File: src/rtl/cs_fault_guard.sv
module cs_fault_guard (
  input  logic       clk,
  input  logic       rst_n,
  input  logic       ovr_flag,
  input  logic       und_flag,
  input  logic       ovr_en,
  input  logic       und_en,
  input  logic       lo_fall,
  input  logic       clr_sd,
  input  logic       clr_lock,
  input  logic       lo_drv,
  output logic       lo_out,
  output logic       lo_kill,
  output logic       fault,
  output logic [1:0] fault_cause
);

  logic clr, ovr_hit, und_hit, set_any;

  assign clr     = clr_sd | clr_lock;
  assign ovr_hit = ovr_en & ovr_flag;
  assign und_hit = und_en & lo_fall & und_flag;
  assign set_any = ovr_hit | und_hit;

  assign lo_kill = ovr_hit | fault;
  assign lo_out  = lo_drv & ~lo_kill;

  always_ff @(posedge clk or negedge rst_n) begin
    if (!rst_n) begin
      fault       <= 1'b0;
      fault_cause <= 2'b00;
    end else if (clr) begin
      fault       <= 1'b0;
      fault_cause <= 2'b00;
    end else if (set_any && !fault) begin
      fault       <= 1'b1;
      fault_cause <= ovr_hit ? 2'b01 : 2'b10;
    end
  end

  assert_ovr_sets_R2: assert property (@(posedge clk) disable iff (!rst_n)
    (ovr_en && ovr_flag && !clr_sd && !clr_lock) |=> fault);

  assert_und_sets_R4: assert property (@(posedge clk) disable iff (!rst_n)
    (und_en && lo_fall && und_flag && !clr_sd && !clr_lock) |=> fault);

  assert_no_strobe_R5: assert property (@(posedge clk) disable iff (!rst_n)
    (!fault && !lo_fall && !ovr_en) |=> !fault);

  assert_both_off_R6: assert property (@(posedge clk) disable iff (!rst_n)
    (!fault && !ovr_en && !und_en) |=> !fault);

  assert_hold_R7: assert property (@(posedge clk) disable iff (!rst_n)
    (fault && !clr_sd && !clr_lock) |=> fault);

  assert_clear_wins_R8: assert property (@(posedge clk) disable iff (!rst_n)
    (clr_sd || clr_lock) |=> (!fault && fault_cause == 2'b00));

  assert_cause_onehot_R9: assert property (@(posedge clk) disable iff (!rst_n)
    $rose(fault) |-> $countones(fault_cause) == 1);

  assert_cause_kept_R9: assert property (@(posedge clk) disable iff (!rst_n)
    (fault && !clr_sd && !clr_lock) |=> $stable(fault_cause));

  assert_kill_gate_R10: assert property (@(posedge clk) disable iff (!rst_n)
    (fault || (ovr_en && ovr_flag)) |-> !lo_out);

endmodule

File: config.mk
export PLATFORM = sky130hd
export DESIGN_NAME = cs_fault_guard
export DESIGN_NICKNAME = d
export VERILOG_FILES = /design/src/rtl/cs_fault_guard.sv
export SDC_FILE = /design/constraint.sdc
export NUM_CORES = 1
export LEC_CHECK = 0
export BUFFER_PORTS_ARGS = -buffer_cell sky130_fd_sc_hd__buf_4
export CAP_MARGIN = 10
export CORE_AREA = 2 2 39 41
export CTS_BUF_LIST = sky130_fd_sc_hd__clkbuf_16
export DETAILED_ROUTE_END_ITERATION = 16
export DIE_AREA = 0 0 41 43
export PLACE_DENSITY = 0.43
export REMOVE_ABC_BUFFERS = 1
export SLEW_MARGIN = 20
export SYNTH_ARGS = -nofsm -noshare
export SYNTH_HDL_FRONTEND = slang
export SYNTH_SLANG_ARGS = --single-unit
File: constraint.sdc
create_clock -name clk -period 1 [get_ports clk]
set_input_delay 0.2 -clock clk [delete_from_list [all_inputs] [get_ports clk]]
set_output_delay 0.2 -clock clk [all_outputs]
set_load 0.03 [all_outputs]
# After elaboration in Yosys (flattened, before gate mapping)
# Cells that the tools add are included.
# word_totals
regBits,3
in_bits,10
output_inout_bits,5
wordCells,18
# classes
muxes,5
bitwise_logic,8
reduce_logical,3
# op_table
cell,count
2-bit two-way mux,3
1-bit AND,4
1-bit OR,3
1-bit two-way mux,2
2-bit nonzero test,1
1-bit logical AND,1
1-bit zero test,1
1-bit NOT,1

# Longest topological paths before layout
# depth
ltp_word,6
depth_mapped,2
depth_no_buf,2

# Worst setup path before layout
# Ideal clock, no wire load.
# synth_path
path_kind,register -> output
start,register fault
end,output lo_out
arrival_time_ns,1.032
required_time_ns,0.800
setup_slack_ns,-0.232
path_stages_with_launch,3
path_buffers,0
cell_sequence,dfrtp_1 > a21oi_1 > and2_1
# synth_between
elab_chain_cells,3
# synth_lines
item,line_no,source
start: declaration,14,"output logic fault,"
start signal: assignment,30,fault <= 1'b0;
start signal: assignment,33,fault <= 1'b0;
start signal: assignment,36,fault <= 1'b1;
1-bit OR,25,assign lo_kill = ovr_hit | fault;
1-bit NOT,26,assign lo_out = lo_drv & ~lo_kill;
1-bit AND,26,
end: declaration,12,"output logic lo_out,"
# Every way passes these cells.

# Final worst setup path
# Same ends and word-level chain as after synthesis.

==> impl_metrics.env <==
export IMPL_vias=201
export IMPL_status="finished with violations"
export IMPL_p_leak_nw=0.206
export IMPL_hp_class="input pin to flop"
export IMPL_routedWlPerCell_um=11.1
export IMPL_synthCells=15
export IMPL_postPlaceCellArea_um2=285
export IMPL_drcViolationCount=0
export IMPL_cts_made_buffers=3
export IMPL_place_gp_congestion=0.557
export IMPL_grt_start_max_net_pins=4
export IMPL_peakVddDrop_mv=0.795
export IMPL_fin_crit_sh_pct=125
export IMPL_cp_end_kind="primary output"
export IMPL_clock_sinks=3
export IMPL_fmax_mhz=802
export IMPL_viasPerCell=3.87
export IMPL_cts_tree="yes"
export IMPL_stdcell_area_um2=399
export IMPL_critPathKind="flop to primary output"
export IMPL_drtPass1Iterations=2
export IMPL_grt_pass1_vias=233
export IMPL_crit_required_ns=0.80
export IMPL_die_width_um=41
export IMPL_antenna_found_initial=0
export IMPL_arrival_ns=1.05
export IMPL_fin_cells=52
export IMPL_area_growth_synth_to_final_pct=161
export IMPL_grtUsageTotal_pct=8.84
export IMPL_startpoint_type="flop"
export IMPL_crit_fanout=3
export IMPL_htree_num_levels=1
export IMPL_io_pins=15
export IMPL_path_clk_slew_ns=0.03
export IMPL_clock_latency_ns=0.22
export IMPL_dieArea_um2=1760
export IMPL_grt_ovfl_total=0
export IMPL_fin_ws_ns=-0.247
export IMPL_antenna_diode_count=0
export IMPL_grt_pass1_wl_um=917
export IMPL_yosys_warnings=0
export IMPL_ys_seq_elements=3
export IMPL_period_needed_ns=1.25
export IMPL_port_buffers=14
export IMPL_rsz0062_at_grt="yes"
export IMPL_antenna_left=0
export IMPL_synthesis_area_um2=153
export IMPL_ctsRootBufferMaster="clkbuf_16"
export IMPL_drv_slew=0
export IMPL_core_area_um2=1380
export IMPL_setup_violations_final=4
export IMPL_finalNetCount=47
export IMPL_start_util_pct=11.0
export IMPL_num_rows=14
export IMPL_failed_checks="setup timing"
export IMPL_seq_area_frac_synth_pct=49.2
export IMPL_hold_viol=0
export IMPL_worst_slew_pin_slew_ns=0.209
export IMPL_clockBufferDepth=2
export IMPL_drive_gt1_share_pct=61.1
export IMPL_ys_types=12
export IMPL_fp_dieH_um=43
export IMPL_dr_first_iter_drc_count=2
export IMPL_power_density_nw_per_um2=2160
export IMPL_skew_ns=0.000581
export IMPL_placedCellCount=46
export IMPL_cap_violations=0
export IMPL_wl_um=575
export IMPL_maxSlewHeadroom_pct=86.1
export IMPL_syn_area_per_cell_um2=10.2
[per-layer routing]
layer | global-route usage, % | part of all wire, %
met1 | 8.36 | 41
met2 | 11.9 | 40
met5 | 0 | 0
met4 | 10.0 | 2.1
met3 | 4.71 | 17
[synth_stat cells, drive strengths merged]
library cell | n | area share, %
dfrtp | 3 | 49
o32ai | 1 | 5.7
a21oi | 2 | 6.6
o221a | 1 | 7.4
nand3 | 1 | 3.3
nand2 | 1 | 2.5
inv | 1 | 2.5
or3b | 1 | 5.7
or2 | 1 | 4.1
nor2 | 1 | 2.5
and4b | 1 | 6.6
and2 | 1 | 4.1
[state kept, by name, summed over array words and instances (netlist names)]
name	flops
fault	1
fault_cause	2
[logic make-up (layout without fill, tap and decap cells)]
group / count (synthesis) / after routing / share of synthesized area, %
buf+inv: 1 / 22 / 2.46
flops: 3 / 3 / 49.2
compound gates: 4 / 4 / 19.7
simple gates: 7 / 7 / 28.7
[cells in the final DEF (no fill, tap or decap)]
master         count
a21oi_1            1
a21oi_2            1
and2_4             1
and4b_1            1
buf_4             13
buf_6              3
clkbuf_16          3
dfrtp_1            3
dlygate4sd3_1      1
inv_1              2
nand2_1            1
nand3_1            1
nor2_1             1
o221a_2            1
o32ai_1            1
or2_1              1
or3b_1             1
[stage by stage]
step | worst slack [ns] | hold slack, ns | total power, mW | setup TNS, ns | util (%)
after floorplan | -0.232 | -0.0956 | 0.168 | -0.496 | -
after global placement | -0.109 | -0.00749 | 0.223 | -0.116 | 20.6
after detailed placement | -0.114 | -0.00737 | 0.223 | -0.122 | 20.6
after CTS | -0.254 | 0.252 | 0.874 | -0.688 | 28.8
after global routing | -0.314 | 0.263 | 0.895 | -0.936 | 28.8
final | -0.247 | 0.251 | 0.862 | -0.648 | 28.8
[report_power, final]
part,total [mW],switching [mW],internal [mW]
Sequential,0.129,0.00241,0.126
Clock,0.624,0.109,0.516
Combinational,0.110,0.0506,0.0591
Total,0.862,0.161,0.701
[critical path, cell delays in order, from the launching register on]
cell and delay (ns):
dfrtp_1 0.37, a21oi_2 0.16, and2_4 0.17, buf_6 0.12
[final cells by class]
cell class	count	area (um^2)
well taps	16	20.0
fillers	153	985
clock inverters	1	3.75
clock buffers	3	75.1
inverters	1	3.75
flip-flops and latches	3	75.1
repair buffers	17	141
multi-input cells	11	80.1
[worst paths after layout]
kind	slack (ns)	endpoint	depth (start not counted)	start
setup reg to reg	-0.04	fault_cause[1]	3	fault
setup / recovery	-0.25	lo_out	3	fault
hold / removal	0.25	fault_cause[1]	3	clr_sd
min in group asynchronous	0.31	fault_cause[0]	2	rst_n
hold reg to reg	0.56	fault_cause[1]	1	fault_cause[1]
max in group asynchronous	0.60	fault_cause[1]	2	rst_n
[what timing repair did]
item | 4_1_cts | 5_1_grt
setup endpoints to repair | 3 | 5
hold buffers | 1 | 0
gates resized for setup | 5 | 0
pin swaps | 1 | 0
endpoints found under the hold margin | 3 | 0
setup buffers | 2 | 0
Power figures use the tool's default switching activity.
